==> config.mk <==
export PLATFORM = sky130hd
export DESIGN_NAME = dspi_reg_engine
export DESIGN_NICKNAME = d
export VERILOG_FILES = /design/src/rtl/dspi_pkg.sv /design/src/rtl/dspi_tick_gen.sv /design/src/rtl/dspi_byte_shifter.sv /design/src/rtl/dspi_reg_engine.sv
export SDC_FILE = /design/constraint.sdc
export NUM_CORES = 1
export LEC_CHECK = 0
export BUFFER_PORTS_ARGS = -buffer_cell sky130_fd_sc_hd__buf_2
export CORE_MARGIN = 1.5
export CORE_UTILIZATION = 41
export CTS_CLUSTER_SIZE = 25
export DETAILED_ROUTE_END_ITERATION = 10
export HOLD_SLACK_MARGIN = 0.02
export MAX_ROUTING_LAYER = met4
export PLACE_DENSITY = 0.69
export SLEW_MARGIN = 5
export SYNTH_ARGS = -nofsm -noshare
export SYNTH_HDL_FRONTEND = slang
export SYNTH_HIERARCHICAL = 1
export SYNTH_SLANG_ARGS = --single-unit
export TNS_END_PERCENT = 100
==> constraint.sdc <==
create_clock -name clk -period 3.55 [get_ports clk]
set_input_delay 0.71 -clock clk [delete_from_list [all_inputs] [get_ports clk]]
set_output_delay 0.71 -clock clk [all_outputs]
set_load 0.01 [all_outputs]
==> src/rtl/dspi_pkg.sv <==
package dspi_pkg;

  localparam int          BYTE_W    = 8;
  localparam logic [4:0]  START_TAG = 5'b01110;

  typedef enum logic [1:0] {
    OP_INDEX  = 2'd0,
    OP_WRITE  = 2'd1,
    OP_READ   = 2'd2,
    OP_STATUS = 2'd3
  } op_e;

  typedef enum logic [2:0] {
    ST_IDLE,
    ST_LEAD,
    ST_SHIFT,
    ST_GAP,
    ST_RESP
  } st_e;

  function automatic logic [7:0] start_byte(input logic id, input logic rs, input logic rw);
    return {START_TAG, id, rs, rw};
  endfunction

  function automatic logic [1:0] frame_total(input op_e op);
    return (op == OP_INDEX || op == OP_STATUS) ? 2'd1 : 2'd2;
  endfunction

  function automatic logic [2:0] frame_bytes(input op_e op);
    return (op == OP_STATUS) ? 3'd4 : 3'd3;
  endfunction

  function automatic logic is_read(input op_e op);
    return (op == OP_READ) || (op == OP_STATUS);
  endfunction

  // Unencoded byte at position idx of frame fr for the given operation.
  function automatic logic [7:0] frame_byte(input op_e op, input logic fr,
                                            input logic [1:0] idx, input logic [7:0] rg,
                                            input logic [15:0] dat, input logic id);
    logic [7:0] b;
    b = 8'h00;
    if (op == OP_STATUS) begin
      if (idx == 2'd0) b = start_byte(id, 1'b0, 1'b1);
    end else if (!fr) begin
      if (idx == 2'd0)      b = start_byte(id, 1'b0, 1'b0);
      else if (idx == 2'd2) b = rg;
    end else begin
      if (idx == 2'd0)                          b = start_byte(id, 1'b1, op == OP_READ);
      else if (idx == 2'd1 && op == OP_WRITE)   b = dat[15:8];
      else if (idx == 2'd2 && op == OP_WRITE)   b = dat[7:0];
    end
    return b;
  endfunction

endpackage

==> src/rtl/dspi_tick_gen.sv <==
module dspi_tick_gen #(
  parameter int DIV_W    = 8,
  parameter int MIN_HALF = 7
) (
  input  logic             clk,
  input  logic             rst_n,
  input  logic             en,
  input  logic [DIV_W-1:0] half,
  output logic             tick
);
  localparam logic [DIV_W-1:0] FLOOR = DIV_W'(MIN_HALF);

  logic [DIV_W-1:0] eff;
  logic [DIV_W-1:0] cnt;

  assign eff  = (half < FLOOR) ? FLOOR : half;
  assign tick = en && (cnt == eff - 1'b1);

  always_ff @(posedge clk) begin
    if (!rst_n)          cnt <= '0;
    else if (!en || tick) cnt <= '0;
    else                 cnt <= cnt + 1'b1;
  end

  // Half periods are never shorter than two cycles, so ticks never touch.
  assert_tick_space_R8: assert property (@(posedge clk) disable iff (!rst_n)
    tick |=> !tick);

endmodule

==> src/rtl/dspi_byte_shifter.sv <==
module dspi_byte_shifter (
  input  logic       clk,
  input  logic       rst_n,
  input  logic       load,
  input  logic [7:0] load_byte,
  input  logic       tick,
  input  logic       nxt_valid,
  input  logic [7:0] nxt_byte,
  input  logic       miso,
  output logic       sclk,
  output logic       mosi,
  output logic       done,
  output logic [7:0] rx_byte
);
  logic [7:0] sh;
  logic [7:0] rx;
  logic [2:0] bitn;
  logic       sclk_q;

  assign sclk    = sclk_q;
  assign mosi    = sh[7];
  assign rx_byte = rx;
  assign done    = tick && sclk_q && (bitn == 3'd7);

  always_ff @(posedge clk) begin
    if (!rst_n) begin
      sh     <= '0;
      rx     <= '0;
      bitn   <= '0;
      sclk_q <= 1'b0;
    end else if (load) begin
      sh     <= load_byte;
      bitn   <= '0;
      sclk_q <= 1'b0;
    end else if (tick) begin
      if (!sclk_q) begin
        sclk_q <= 1'b1;
        rx     <= {rx[6:0], miso};
      end else begin
        sclk_q <= 1'b0;
        if (bitn == 3'd7) begin
          bitn <= '0;
          if (nxt_valid) sh <= nxt_byte;
        end else begin
          bitn <= bitn + 3'd1;
          sh   <= {sh[6:0], 1'b0};
        end
      end
    end
  end

  // Mode 0: data out never moves on a rising serial clock edge.
  assert_mosi_stable_R8: assert property (@(posedge clk) disable iff (!rst_n)
    $rose(sclk_q) |-> $stable(sh[7]));

endmodule

==> src/rtl/dspi_reg_engine.sv <==
module dspi_reg_engine
  import dspi_pkg::*;
#(
  parameter int DIV_W     = 8,
  parameter int MIN_HALF  = 7,
  parameter int GAP_TICKS = 2
) (
  input  logic             clk,
  input  logic             rst_n,
  input  logic             cmd_valid,
  output logic             cmd_ready,
  input  logic [1:0]       cmd_op,
  input  logic [7:0]       cmd_reg,
  input  logic [15:0]      cmd_data,
  input  logic             cfg_id,
  input  logic             cfg_invert,
  input  logic [DIV_W-1:0] cfg_half_div,
  output logic             rsp_valid,
  input  logic             rsp_ready,
  output logic [15:0]      rsp_data,
  output logic             busy,
  output logic             sclk,
  output logic             mosi,
  input  logic             miso,
  output logic             cs_n
);
  localparam int GAP_W = (GAP_TICKS > 1) ? $clog2(GAP_TICKS) : 1;
  localparam logic [GAP_W-1:0] GAP_LAST = GAP_W'(GAP_TICKS - 1);

  st_e              st;
  op_e              op_q;
  logic [7:0]       reg_q;
  logic [15:0]      dat_q;
  logic             id_q, inv_q, fr_q, cs_n_q;
  logic [1:0]       idx_q;
  logic [GAP_W-1:0] gap_q;
  logic [DIV_W-1:0] half_q;
  logic [15:0]      res_q;

  logic       accept, tick, shift_tick, tick_en, done;
  logic       last_byte, last_frame, gap_end, load;
  logic [7:0] load_byte, nxt_byte, rx_byte;

  assign accept     = cmd_valid && (st == ST_IDLE);
  assign tick_en    = (st == ST_LEAD) || (st == ST_SHIFT) || (st == ST_GAP);
  assign shift_tick = tick && (st == ST_SHIFT);
  assign last_byte  = ({1'b0, idx_q} == frame_bytes(op_q) - 3'd1);
  assign last_frame = ({1'b0, fr_q} == frame_total(op_q) - 2'd1);
  assign gap_end    = (st == ST_GAP) && tick && (gap_q == GAP_LAST);

  assign nxt_byte = frame_byte(op_q, fr_q, idx_q + 2'd1, reg_q, dat_q, id_q) ^ {8{inv_q}};

  always_comb begin
    load      = 1'b0;
    load_byte = 8'h00;
    if (accept) begin
      load      = 1'b1;
      load_byte = frame_byte(op_e'(cmd_op), 1'b0, 2'd0, cmd_reg, cmd_data, cfg_id)
                  ^ {8{cfg_invert}};
    end else if (gap_end && !last_frame) begin
      load      = 1'b1;
      load_byte = frame_byte(op_q, 1'b1, 2'd0, reg_q, dat_q, id_q) ^ {8{inv_q}};
    end
  end

  dspi_tick_gen #(.DIV_W(DIV_W), .MIN_HALF(MIN_HALF)) u_tick (
    .clk(clk), .rst_n(rst_n), .en(tick_en), .half(half_q), .tick(tick)
  );

  dspi_byte_shifter u_shift (
    .clk(clk), .rst_n(rst_n), .load(load), .load_byte(load_byte),
    .tick(shift_tick), .nxt_valid(!last_byte), .nxt_byte(nxt_byte),
    .miso(miso), .sclk(sclk), .mosi(mosi), .done(done), .rx_byte(rx_byte)
  );

  always_ff @(posedge clk) begin
    if (!rst_n) begin
      st     <= ST_IDLE;
      op_q   <= OP_INDEX;
      reg_q  <= '0;
      dat_q  <= '0;
      id_q   <= 1'b0;
      inv_q  <= 1'b0;
      half_q <= '0;
      fr_q   <= 1'b0;
      idx_q  <= '0;
      gap_q  <= '0;
      res_q  <= '0;
      cs_n_q <= 1'b1;
    end else begin
      unique case (st)
        ST_IDLE: if (accept) begin
          op_q   <= op_e'(cmd_op);
          reg_q  <= cmd_reg;
          dat_q  <= cmd_data;
          id_q   <= cfg_id;
          inv_q  <= cfg_invert;
          half_q <= cfg_half_div;
          fr_q   <= 1'b0;
          idx_q  <= '0;
          cs_n_q <= 1'b0;
          st     <= ST_LEAD;
        end
        ST_LEAD: if (tick) st <= ST_SHIFT;
        ST_SHIFT: if (done) begin
          // Result keeps the last two bytes of the final frame.
          if (is_read(op_q) && last_frame) res_q <= {res_q[7:0], rx_byte};
          if (last_byte) begin
            cs_n_q <= 1'b1;
            gap_q  <= '0;
            st     <= ST_GAP;
          end else begin
            idx_q <= idx_q + 2'd1;
          end
        end
        ST_GAP: if (tick) begin
          if (gap_q == GAP_LAST) begin
            if (!last_frame) begin
              fr_q   <= 1'b1;
              idx_q  <= '0;
              cs_n_q <= 1'b0;
              st     <= ST_LEAD;
            end else begin
              st <= is_read(op_q) ? ST_RESP : ST_IDLE;
            end
          end else begin
            gap_q <= gap_q + 1'b1;
          end
        end
        ST_RESP: if (rsp_ready) st <= ST_IDLE;
        default: st <= ST_IDLE;
      endcase
    end
  end

  assign cmd_ready = (st == ST_IDLE);
  assign busy      = (st != ST_IDLE);
  assign rsp_valid = (st == ST_RESP);
  assign rsp_data  = res_q;
  assign cs_n      = cs_n_q;

  assert_accept_busy_R9: assert property (@(posedge clk) disable iff (!rst_n)
    (cmd_valid && cmd_ready) |=> (busy && !cmd_ready));

  assert_rsp_hold_R10: assert property (@(posedge clk) disable iff (!rst_n)
    (rsp_valid && !rsp_ready) |=> (rsp_valid && $stable(rsp_data)));

  assert_sclk_idle_R8: assert property (@(posedge clk) disable iff (!rst_n)
    cs_n |-> !sclk);

  assert_cs_gap_R6: assert property (@(posedge clk) disable iff (!rst_n)
    $rose(cs_n) |=> cs_n);

endmodule

### After elaboration in Yosys (flattened, before gate mapping)

Cells that the tools add are included.

* add/subtract/negate cells: 7
* magnitude comparators: 1
* equality and inequality tests: 24
* muxes and demuxes: 60
* bitwise logic cells: 6
* reduce and logical (&&, ||, !) cells: 39

Operators with widths (number)
* 8-bit two-way mux: 18
* 3-bit two-way mux: 11
* 8-bit bitwise XOR: 3
* 7-bit AND reduction: 3
* 1-bit two-way mux: 17
* 2-bit two-way mux: 8
* 3-bit case mux with 5 select lines: 1
* 2-bit inequality test, second input constant: 7
* 1-bit logical AND: 11
* 3-bit AND reduction: 3
* 8-bit by 1-bit adder with 8-bit output, second input constant: 1
* 2-bit == test, second input constant: 4
* 8-bit == test: 1
* 8-bit by 3-bit less-than comparator with 1-bit output, second input constant: 1
* 2-bit nonzero test: 4
* 8-bit by 1-bit subtractor with 8-bit output, second input constant: 1
* 7-bit two-way mux: 1
* 3-bit by 2-bit == test with 1-bit output, second input constant: 2
* 3-bit == test, second input constant: 2
* 2-bit case mux with 3 select lines: 1
* 3-bit nonzero test: 2
* 1-bit logical OR: 5
* 5-bit AND reduction: 1
* 2-bit by 1-bit == test with 1-bit output, second input constant: 2
* other kinds (19): 27

* register bits after elaboration: 88
* word-level logic and storage cells: 154

### Logic depth before layout (Yosys ltp)

Gate-level depths: netlist (run 1).

* depth in word-level cells: 14
* mapped depth: 16
* depth with buffers taken out: 14

### Hierarchy

The synthesis (run 1) kept the hierarchy.

Modules (own cells, without submodules)
* dspi_reg_engine: times used 1, cells each 372, area an instance 2836.5 sq um, sequential area each 1201.2 sq um
* dspi_byte_shifter: times used 1, cells each 96, area an instance 920.9 sq um, sequential area each 400.4 sq um
* dspi_tick_gen: times used 1, cells each 69, area an instance 621.8 sq um, sequential area each 160.2 sq um

### Worst setup path before layout (run 1)

No wires, ideal clock.

* path kind: reg-to-reg
* start: reg half_q[5]
* end: reg cs_n_q (netlist: cs_n)
* arrival: 3.568 ns
* path slack: -0.140 ns
* cell stages (with the launch flop): 15
* path buffers: 0
* clock period less this slack: 3.690 ns
* cell sequence: dfxtp_1 > nor3_4 > a21oi_1 > ha_1 > nor2b_1 > and4b_1 > or3_1 > a32oi_4 > and3_1 > and2_1 > and3_1 > o32ai_1 > a2111oi_4 > nand2_1 > a221o_1

* longest elaborated chain between the ends: 10
* elaborated cells between the ends (all ways): 11
* classes of those cells: 1 x add/sub; 1 x order compare; 3 x eq/ne; 1 x mux; 5 x reduce/logical

Ends and longest elaborated chain
* from (decl): RTL line dspi_reg_engine.sv:37 `logic [DIV_W-1:0] half_q;`
* from (signal assigned): RTL line dspi_reg_engine.sv:98 `half_q <= cfg_half_div;`
* 8-bit by 3-bit less-than comparator with 1-bit output: RTL line dspi_tick_gen.sv:16 `assign eff = (half < FLOOR) ? FLOOR : half;`
* 8-bit two-way mux (*): RTL line dspi_tick_gen.sv:16
* 8-bit by 1-bit subtractor with 8-bit output (*): RTL line dspi_tick_gen.sv:17 `assign tick = en && (cnt == eff - 1'b1);`
* 8-bit == test (*): RTL line dspi_tick_gen.sv:17
* 1-bit logical AND (*): RTL line dspi_tick_gen.sv:17
* via tick: RTL line dspi_reg_engine.sv:40 `logic accept, tick, shift_tick, tick_en, done;`
* 1-bit logical AND (*): RTL line dspi_reg_engine.sv:46 `assign shift_tick = tick && (st == ST_SHIFT);`
* via shift_tick: RTL line dspi_reg_engine.sv:40
* 1-bit logical AND (*) (2 in series): RTL line dspi_byte_shifter.sv:23 `assign done = tick && sclk_q && (bitn == 3'd7);`
* via done: RTL line dspi_reg_engine.sv:40
* 2-bit inequality test (no source line) (*)
* 7-bit AND reduction (no source line) (*)
* to (signal assigned): RTL line dspi_reg_engine.sv:89 `cs_n_q <= 1'b1;`
* to (signal assigned): RTL line dspi_reg_engine.sv:101 `cs_n_q <= 1'b0;`
* to (signal assigned): RTL line dspi_reg_engine.sv:109 `cs_n_q <= 1'b1;`
* to (decl): RTL line dspi_reg_engine.sv:34 `logic id_q, inv_q, fr_q, cs_n_q;`

Mark *: on every way through the listed nets, which the timed path passes. The rest lies on a longest branch.
A chain may end at the register's enable or synchronous reset.

### Worst setup path after layout (run 1)

* start: reg half_q[3]
* end: reg st[0]

* longest elaborated chain between the ends: 10
* elaborated cells between the ends (all ways): 12
* classes of those cells: 1 x add/sub; 1 x order compare; 4 x eq/ne; 1 x mux; 5 x reduce/logical

Ends and longest elaborated chain
* 8-bit by 3-bit less-than comparator with 1-bit output: RTL line dspi_tick_gen.sv:16
* 8-bit two-way mux (*): RTL line dspi_tick_gen.sv:16
* 8-bit by 1-bit subtractor with 8-bit output (*): RTL line dspi_tick_gen.sv:17
* 8-bit == test (*): RTL line dspi_tick_gen.sv:17
* 1-bit logical AND (*): RTL line dspi_tick_gen.sv:17
* via tick: RTL line dspi_reg_engine.sv:40
* 1-bit logical AND (*): RTL line dspi_reg_engine.sv:46
* via shift_tick: RTL line dspi_reg_engine.sv:40
* 1-bit logical AND (*) (2 in series): RTL line dspi_byte_shifter.sv:23
* via done: RTL line dspi_reg_engine.sv:40
* 2-bit inequality test (no source line) (*)
* 7-bit AND reduction (no source line) (*)
* to (signal assigned): RTL line dspi_reg_engine.sv:124 `st <= is_read(op_q) ? ST_RESP : ST_IDLE;`
* to (decl): RTL line dspi_reg_engine.sv:30 `st_e st;`

Marked as above.

==> run metrics, run 1 <==
number of H-tree levels 3; Main synth FF type dfxtp_1; gr busiest metal met2; arrival time at the worst endpoint 3.74 ns; total CTS buffers 9; fin util 49.2%; Max-Cap Viols 0; Hold Path Class register to register; first-pass GRT wire length between 15 and 20 mm; top cell type by total area after synthesis dfxtp_1; Hold Vio Cnt, Final 0; GRT met2 Usage approximately 28%; First-pass DRT Iterations 4; status finished, final reports clean; Slew headroom 52.1%; synth-to-layout area growth 16.0%; initial antenna violation count 0; worst slew pin tran around 0.72 ns; number of synthesized flops with an enable pin 0; most frequent cells after synthesis 134 x nand2_1, 88 x dfxtp_1, 74 x a21oi_1; share of cells above drive strength 1 19.8%; Clk Latency, worst-skew pair 0.36 ns; Crit. End Element register; FFs w/ async S/R, synth 0%; # rows 37; initial core utilization 42.4%; CTS clk-pin slew, worst paths 0.08 ns; largest fanout on the critical path 6; Max Slew Vio Count 0; fin nets around 650; Antenna Cells 0; Worst IR Drop VDD between 0.00015 and 0.0002 V; DRT antenna net count 0; total grt overflow 0; GR Util met1 between 20 and 25%; Syn Area/Cell 8.15 sq um; die height around 110 um; wirelength, routed about 10 mm; GR Util met3 under 10%; Tmin final 3.52 ns; Root Driver clkbuf_8; Critical Path Source Type register; Setup-failing EPs final 0; clk buf depth 2; total I/O pin count 63; DRC violations left 0; post-route clock period utilization 99.1%; Synth area leaders dfxtp_1 40%, nand2_1 11%, a21oi_1 8.5%, mux2i_1 4.3%, xor2_1 3.4%; vias in the first global route 3597; FF+latch count, synth 88; sequential fraction of the synthesis area 40.2%; Mapped Cells 537; clock tree from TritonCTS done; core area 10300 sq um; Hold Crit Depth 2; initial drt markers approximately 220; critical path class register to register; power density over the cells ~420 nW/um^2; synth warn 6; CP Data Required Time 3.77 ns; post-synthesis cell type count 57; number of vias per cell 5.13; IO buf count 62; count leader, synth nand2_1; Syn Std Cell Area roughly 4400 sq um; clock tree sinks just under 90; GR Util All Layers 18.4%; final hold slack 0.459 ns; Post-Route Skew between 0.005 and 0.006 ns; WL per Instance ~13 um; Post-CTS Hold Buffers 0; RSZ-0062 raised after global routing true; routed via count 3801; Die Area 11300 sq um; Leakage 1.98 nW; gpl congestion 0.884; largest net degree at the start of global routing 40; HPWL reported at the end of detailed placement slightly above 7 mm; Syn Nets 589; reg2reg path depth 15; Max Fclk around 280 MHz; Synth top area share 40.2%; die width 106 um
area by class of cell:
class / instances / area [sq um]
fill: 988 / 5240
multi-input combinational: 400 / 2430
sequential: 88 / 1760
timing repair buffer: 84 / 475
tap: 136 / 170
clock buffer: 14 / 163
inverter: 17 / 63.8
clock inverter: 2 / 13.8
logic make-up (layout without fill, tap and decap cells):
family,after synthesis,count (layout),share of synthesized area (%)
AND/OR/NAND/NOR,220,220,23.9
adder cells (fa/ha/maj),11,11,3.14
buffers and inverters,49,117,5.49
multiplexers,19,19,4.34
XOR/XNOR,29,29,5.80
AO/OA/AOI/OAI,121,121,17.1
flip-flops,88,88,40.2
power by group:
part	switching (mW)	total [mW]	internal, mW
registers	0.0482	1.08	1.03
logic	0.227	0.404	0.177
clock network	0.342	0.636	0.294
total	0.617	2.12	1.51
worst max-delay path: stages (launching register included):
cell and delay [ns]:
dfxtp_2 0.34, nor3_4 0.34, a21oi_2 0.11, ha_2 0.21
nor2b_4 0.13, and4b_1 0.21, or3_4 0.38, a32oi_4 0.18
and3_4 0.26, and2_4 0.15, and3_4 0.18, o32ai_2 0.10
a2111oi_4 0.36, buf_4 0.20, mux2i_1 0.18, nor2_1 0.06
metrics by stage:
step / setup slack [ns] / instance area [sq um] / TNS (ns) / instances / power (mW)
floorplan: 0.0179 / 4380 / 0 / 537 / 1.37
global placement: 0.227 / 4820 / 0 / 720 / 1.46
detailed placement: 0.117 / 4820 / 0 / 720 / 1.48
CTS: 0.0735 / 4990 / 0 / 736 / 2.10
global route: -0.150 / 5080 / -0.442 / 741 / 2.23
finish: 0.0302 / 5080 / 0 / 741 / 2.12
layout by cell type, fill, tap and decap left out, types with 4 or more instances in the layout:
cell type  netlist  final
a211oi_1         9      9
a21oi_1         74     72
and2_1           5      4
and3_1           7      5
buf_2            5     62
buf_4            5     22
clkbuf_8         0     11
dfxtp_1         88     87
ha_1            11     10
inv_1           17     17
mux2i_1         19     19
nand2_1        134    134
nand3_1         12     12
nand3b_1         7      7
nor2_1          14     13
nor2b_1         13     12
o21ai_0          9      9
o221ai_1         7      7
o22ai_1          4      4
xnor2_1         12     12
xor2_1          17     17
state kept, by name (all words and copies together) (netlist names):
name / count
reg_q: 8
op_q: 2
u_shift/sh: 8
rsp_data: 16
idx_q: 2
u_tick/cnt: 8
dat_q: 16
fr_q: 1
u_shift/bitn: 3
gap_q: 1
id_q: 1
u_shift/rx_byte: 8
half_q: 8
inv_q: 1
cs_n: 1
st: 3
u_shift/sclk: 1
layer usage:
layer / part of all wire [%] / vias up / wire length, um
met1: 48 / 1757 / 4800
met2: 46 / 71 / 4580
met5: 0 / - / 0
met4: 1.9 / 0 / 190
li1: - / 1957 / -
met3: 4.1 / 16 / 408
final timing paths:
kind | from | endpoint | slack [ns]
max reg2reg | half_q[3] | st[0] | 0.03
min | rsp_data[12] | rsp_data[12] | 0.46
max | half_q[3] | st[0] | 0.03
min reg2reg | rsp_data[12] | rsp_data[12] | 0.46
repair_timing:
action                                  CTS  global route
buffers inserted                          0             5
endpoints found under the hold margin     0             0
resized for setup                         0            13
endpoints found under the setup margin    0            14
No activity file was read; power rests on OpenSTA's default activity.
==> inputs of run 2 (changes only) <==
--- a/config.mk
+++ b/config.mk
@@ -5,15 +5,17 @@
 export SDC_FILE = /design/constraint.sdc
 export NUM_CORES = 1
 export LEC_CHECK = 0
+export ABC_AREA = 1
 export BUFFER_PORTS_ARGS = -buffer_cell sky130_fd_sc_hd__buf_2
 export CORE_MARGIN = 1.5
 export CORE_UTILIZATION = 41
+export CTS_CLUSTER_DIAMETER = 30
 export CTS_CLUSTER_SIZE = 25
 export DETAILED_ROUTE_END_ITERATION = 10
 export HOLD_SLACK_MARGIN = 0.02
 export MAX_ROUTING_LAYER = met4
-export PLACE_DENSITY = 0.69
-export SLEW_MARGIN = 5
+export PLACE_DENSITY = 0.68
+export SLEW_MARGIN = 20
 export SYNTH_ARGS = -nofsm -noshare
 export SYNTH_HDL_FRONTEND = slang
 export SYNTH_HIERARCHICAL = 1
==> run metrics, run 2 <==
status finished, final reports clean; First-pass DRT Iterations 6; routed via count 4448; arrival time at the worst endpoint 3.52 ns; Post-CTS Hold Buffers 0; Worst Setup EP idx_q[1]; WL per Instance 11.5 um; Reg power frac 35.7%; FFs w/ async S/R, synth 0%; top cell type by total area after synthesis dfxtp_1; Max-Cap Viols 0; clock tree sinks 88; Setup-failing EPs final 0; Antenna Cells 0; DRC violations left 0; sequential fraction of the synthesis area 37.3%; fin nets 817; initial core utilization 42.8%; dpl ws 0.0607 ns; die width 110 um; total I/O pin count 63; wirelength, routed 10.5 mm; Hold Path Class register to register; FF+latch count, synth slightly below 90; post-route clock period utilization 91.0%; fin util 49.1%; R2R Setup Slk 0.32 ns; Tmin final 3.23 ns; # Post-CTS Setup Buffers 0; Max Slew Vio Count 0; vias in the first global route 4006; Syn Std Cell Area 4720 sq um; DRT antenna net count 0; CP max stage cell dfxtp_1; cells along the critical path nand3_1, nand2_1, nor2_1, nor2_2, ha_2, xnor2_1, nor2_1, nand3_1, nor2_1, nand3_2, nor2_2, inv_1, nor2_4, nand2_2, nor2_2, inv_1, nand3_1, nand2_1, nor2_2, nand2_1, nand2_1, nand2_1, nor2_1; GR Util All Layers 19.1%; clock tree from TritonCTS done; worst setup margin 0.320 ns; Critical Path Source Type register; Top cell by count, worst path nand2_1; number of vias per cell 4.89; synth warn 6; synth-to-layout area growth 14.7%; most frequent cells after synthesis 181 x nand2_1, 120 x nor2_1, 88 x dfxtp_1; worst r2r src half_q[1]; Post-Route Skew 0.00711 ns; setup TNS 0 ns; number of H-tree levels 3; share of cells above drive strength 1 14.7%; gpl congestion 0.961; total grt overflow 0; Hold Vio Cnt, Final 0; Reg2Reg Capture Point idx_q[1]; final hold slack 0.459 ns; clk buf depth 2; Main synth FF type dfxtp_1; Critical path origin half_q[1]; Psw 1.33 mW; Syn Nets 764; # rows 38; Worst IR Drop VDD 0.000416 V; worst slew pin tran 0.801 ns; Mapped Cells 712; die height 110 um; Pint between 2 and 2.5 mW; Comb pwr share a little over a third; core area 11000 sq um; Leakage 2.51 nW; Clk Latency, worst-skew pair 0.35 ns; IO buf count 62; Critical Path Max Stage Delay 0.39 ns; Max Fclk 310 MHz; critical path class register to register; Synth top area share ~37%; power density over the cells between 600 and 700 nW/um^2; post-synthesis cell type count 36; count leader, synth nand2_1; most common cell after layout, fill and taps aside nand2_1; number of synthesized flops with an enable pin 0; total CTS buffers 9; leading cell types in the layout, fill and taps excluded 181 x nand2_1, 117 x nor2_1, 87 x dfxtp_1; HPWL reported at the end of detailed placement about 7.5 mm; clock share of power 29.0%; Syn Area/Cell 6.63 sq um; Crit. End Element register; initial drt markers between 300 and 400; initial antenna violation count 0; Synth area leaders dfxtp_1 37%, nand2_1 14%, nor2_1 9.5%, inv_1 6.2%, nand3_1 5.3%; post-cts sizing count 0; CTS clk-pin slew, worst paths 0.06 ns; Root Driver clkbuf_16; Die Area ~12000 sq um; largest fanout on the critical path 4; CP Data Required Time 3.84 ns; reg2reg path depth 23; Slew headroom 46.3%; first-pass GRT wire length 17.6 mm; largest net degree at the start of global routing 52; sw frac 37.6%
==> run 2: cell count changes in the layout (fill, tap and decap cells not counted), sizes merged, moves of 8 or more <==
cell and delta:
a21oi -35, buf -19, a211oi -8, inv +70
nand2 +52, nor2b -13, mux2i -19, o21ai +43
nand3 +39, nor2 +113
==> run 2: worst min path at each step <==
stage,startpoint,depth (start not counted),to
3_5_place_dp,dat_q[12],2,dat_q[12]
5_1_grt,dat_q[8],2,dat_q[8]
4_1_cts,dat_q[12],2,dat_q[12]
2_1_floorplan,dat_q[10],2,dat_q[10]
3_3_place_gp,gap_q,2,gap_q
6_report,reg_q[0],2,reg_q[0]
==> run 2: final cells by class <==
type,count,area (sq um)
inverters,88,340
repair buffers,65,333
multi-input cells,513,2480
clock buffers,9,225
well taps,140,175
flip-flops and latches,88,1760
fillers,1111,5620
clock inverters,7,95.1
==> run 2: cells by family (layout without fill, tap and decap cells) <==
logic type      count (synthesis)  in the layout  share of synthesized area [%]
compound gates                104            104                           11.9
simple gates                  381            381                           34.0
flops                          88             88                           37.3
fa+ha+maj                      11             11                           2.92
buf+inv                       111            169                           10.7
xor+xnor                       17             17                           3.15
==> run 2: power groups by stage <==
stage | combinational [mW] | clock [mW] | sequential (mW)
floorplan | 1.04 | 0 | 1.25
global placement | 1.21 | 0 | 1.27
detailed placement | 1.23 | 0 | 1.28
CTS | 1.23 | 1.05 | 1.26
global route | 1.43 | 1.08 | 1.28
finish | 1.25 | 1.02 | 1.26
==> run 2: metal layers <==
layer  vias to the layer above  routed length (um)  share of wire [%]  GRT usage (%)
met5                         -                   0                  0              -
met4                         0                 214                2.0           7.88
met3                        21                 447                4.3           4.41
met2                        99                4840                 46           30.9
met1                      1978                4990                 48           22.9
li1                       2350                   -                  -              -
==> run 2: per-stage QoR <==
| step | cells | power [mW] | instance area, sq um |
|---|---|---|---|
| 3_3_place_gp | 894 | 2.48 | 5060 |
| 4_1_cts | 910 | 3.54 | 5390 |
| 3_5_place_dp | 894 | 2.51 | 5060 |
| 5_1_grt | 910 | 3.80 | 5410 |
| 6_report | 910 | 3.53 | 5410 |
| 2_1_floorplan | 712 | 2.29 | 4720 |
==> run 2: critical path, delay by kind of cell, from the launching register on <==
kind	cells	cell delay, ns
flip-flops	1	0.39
buffers and inverters	2	0.18
adder cells (fa/ha/maj)	1	0.31
XOR/XNOR	1	0.12
AND/OR/NAND/NOR	19	2.18
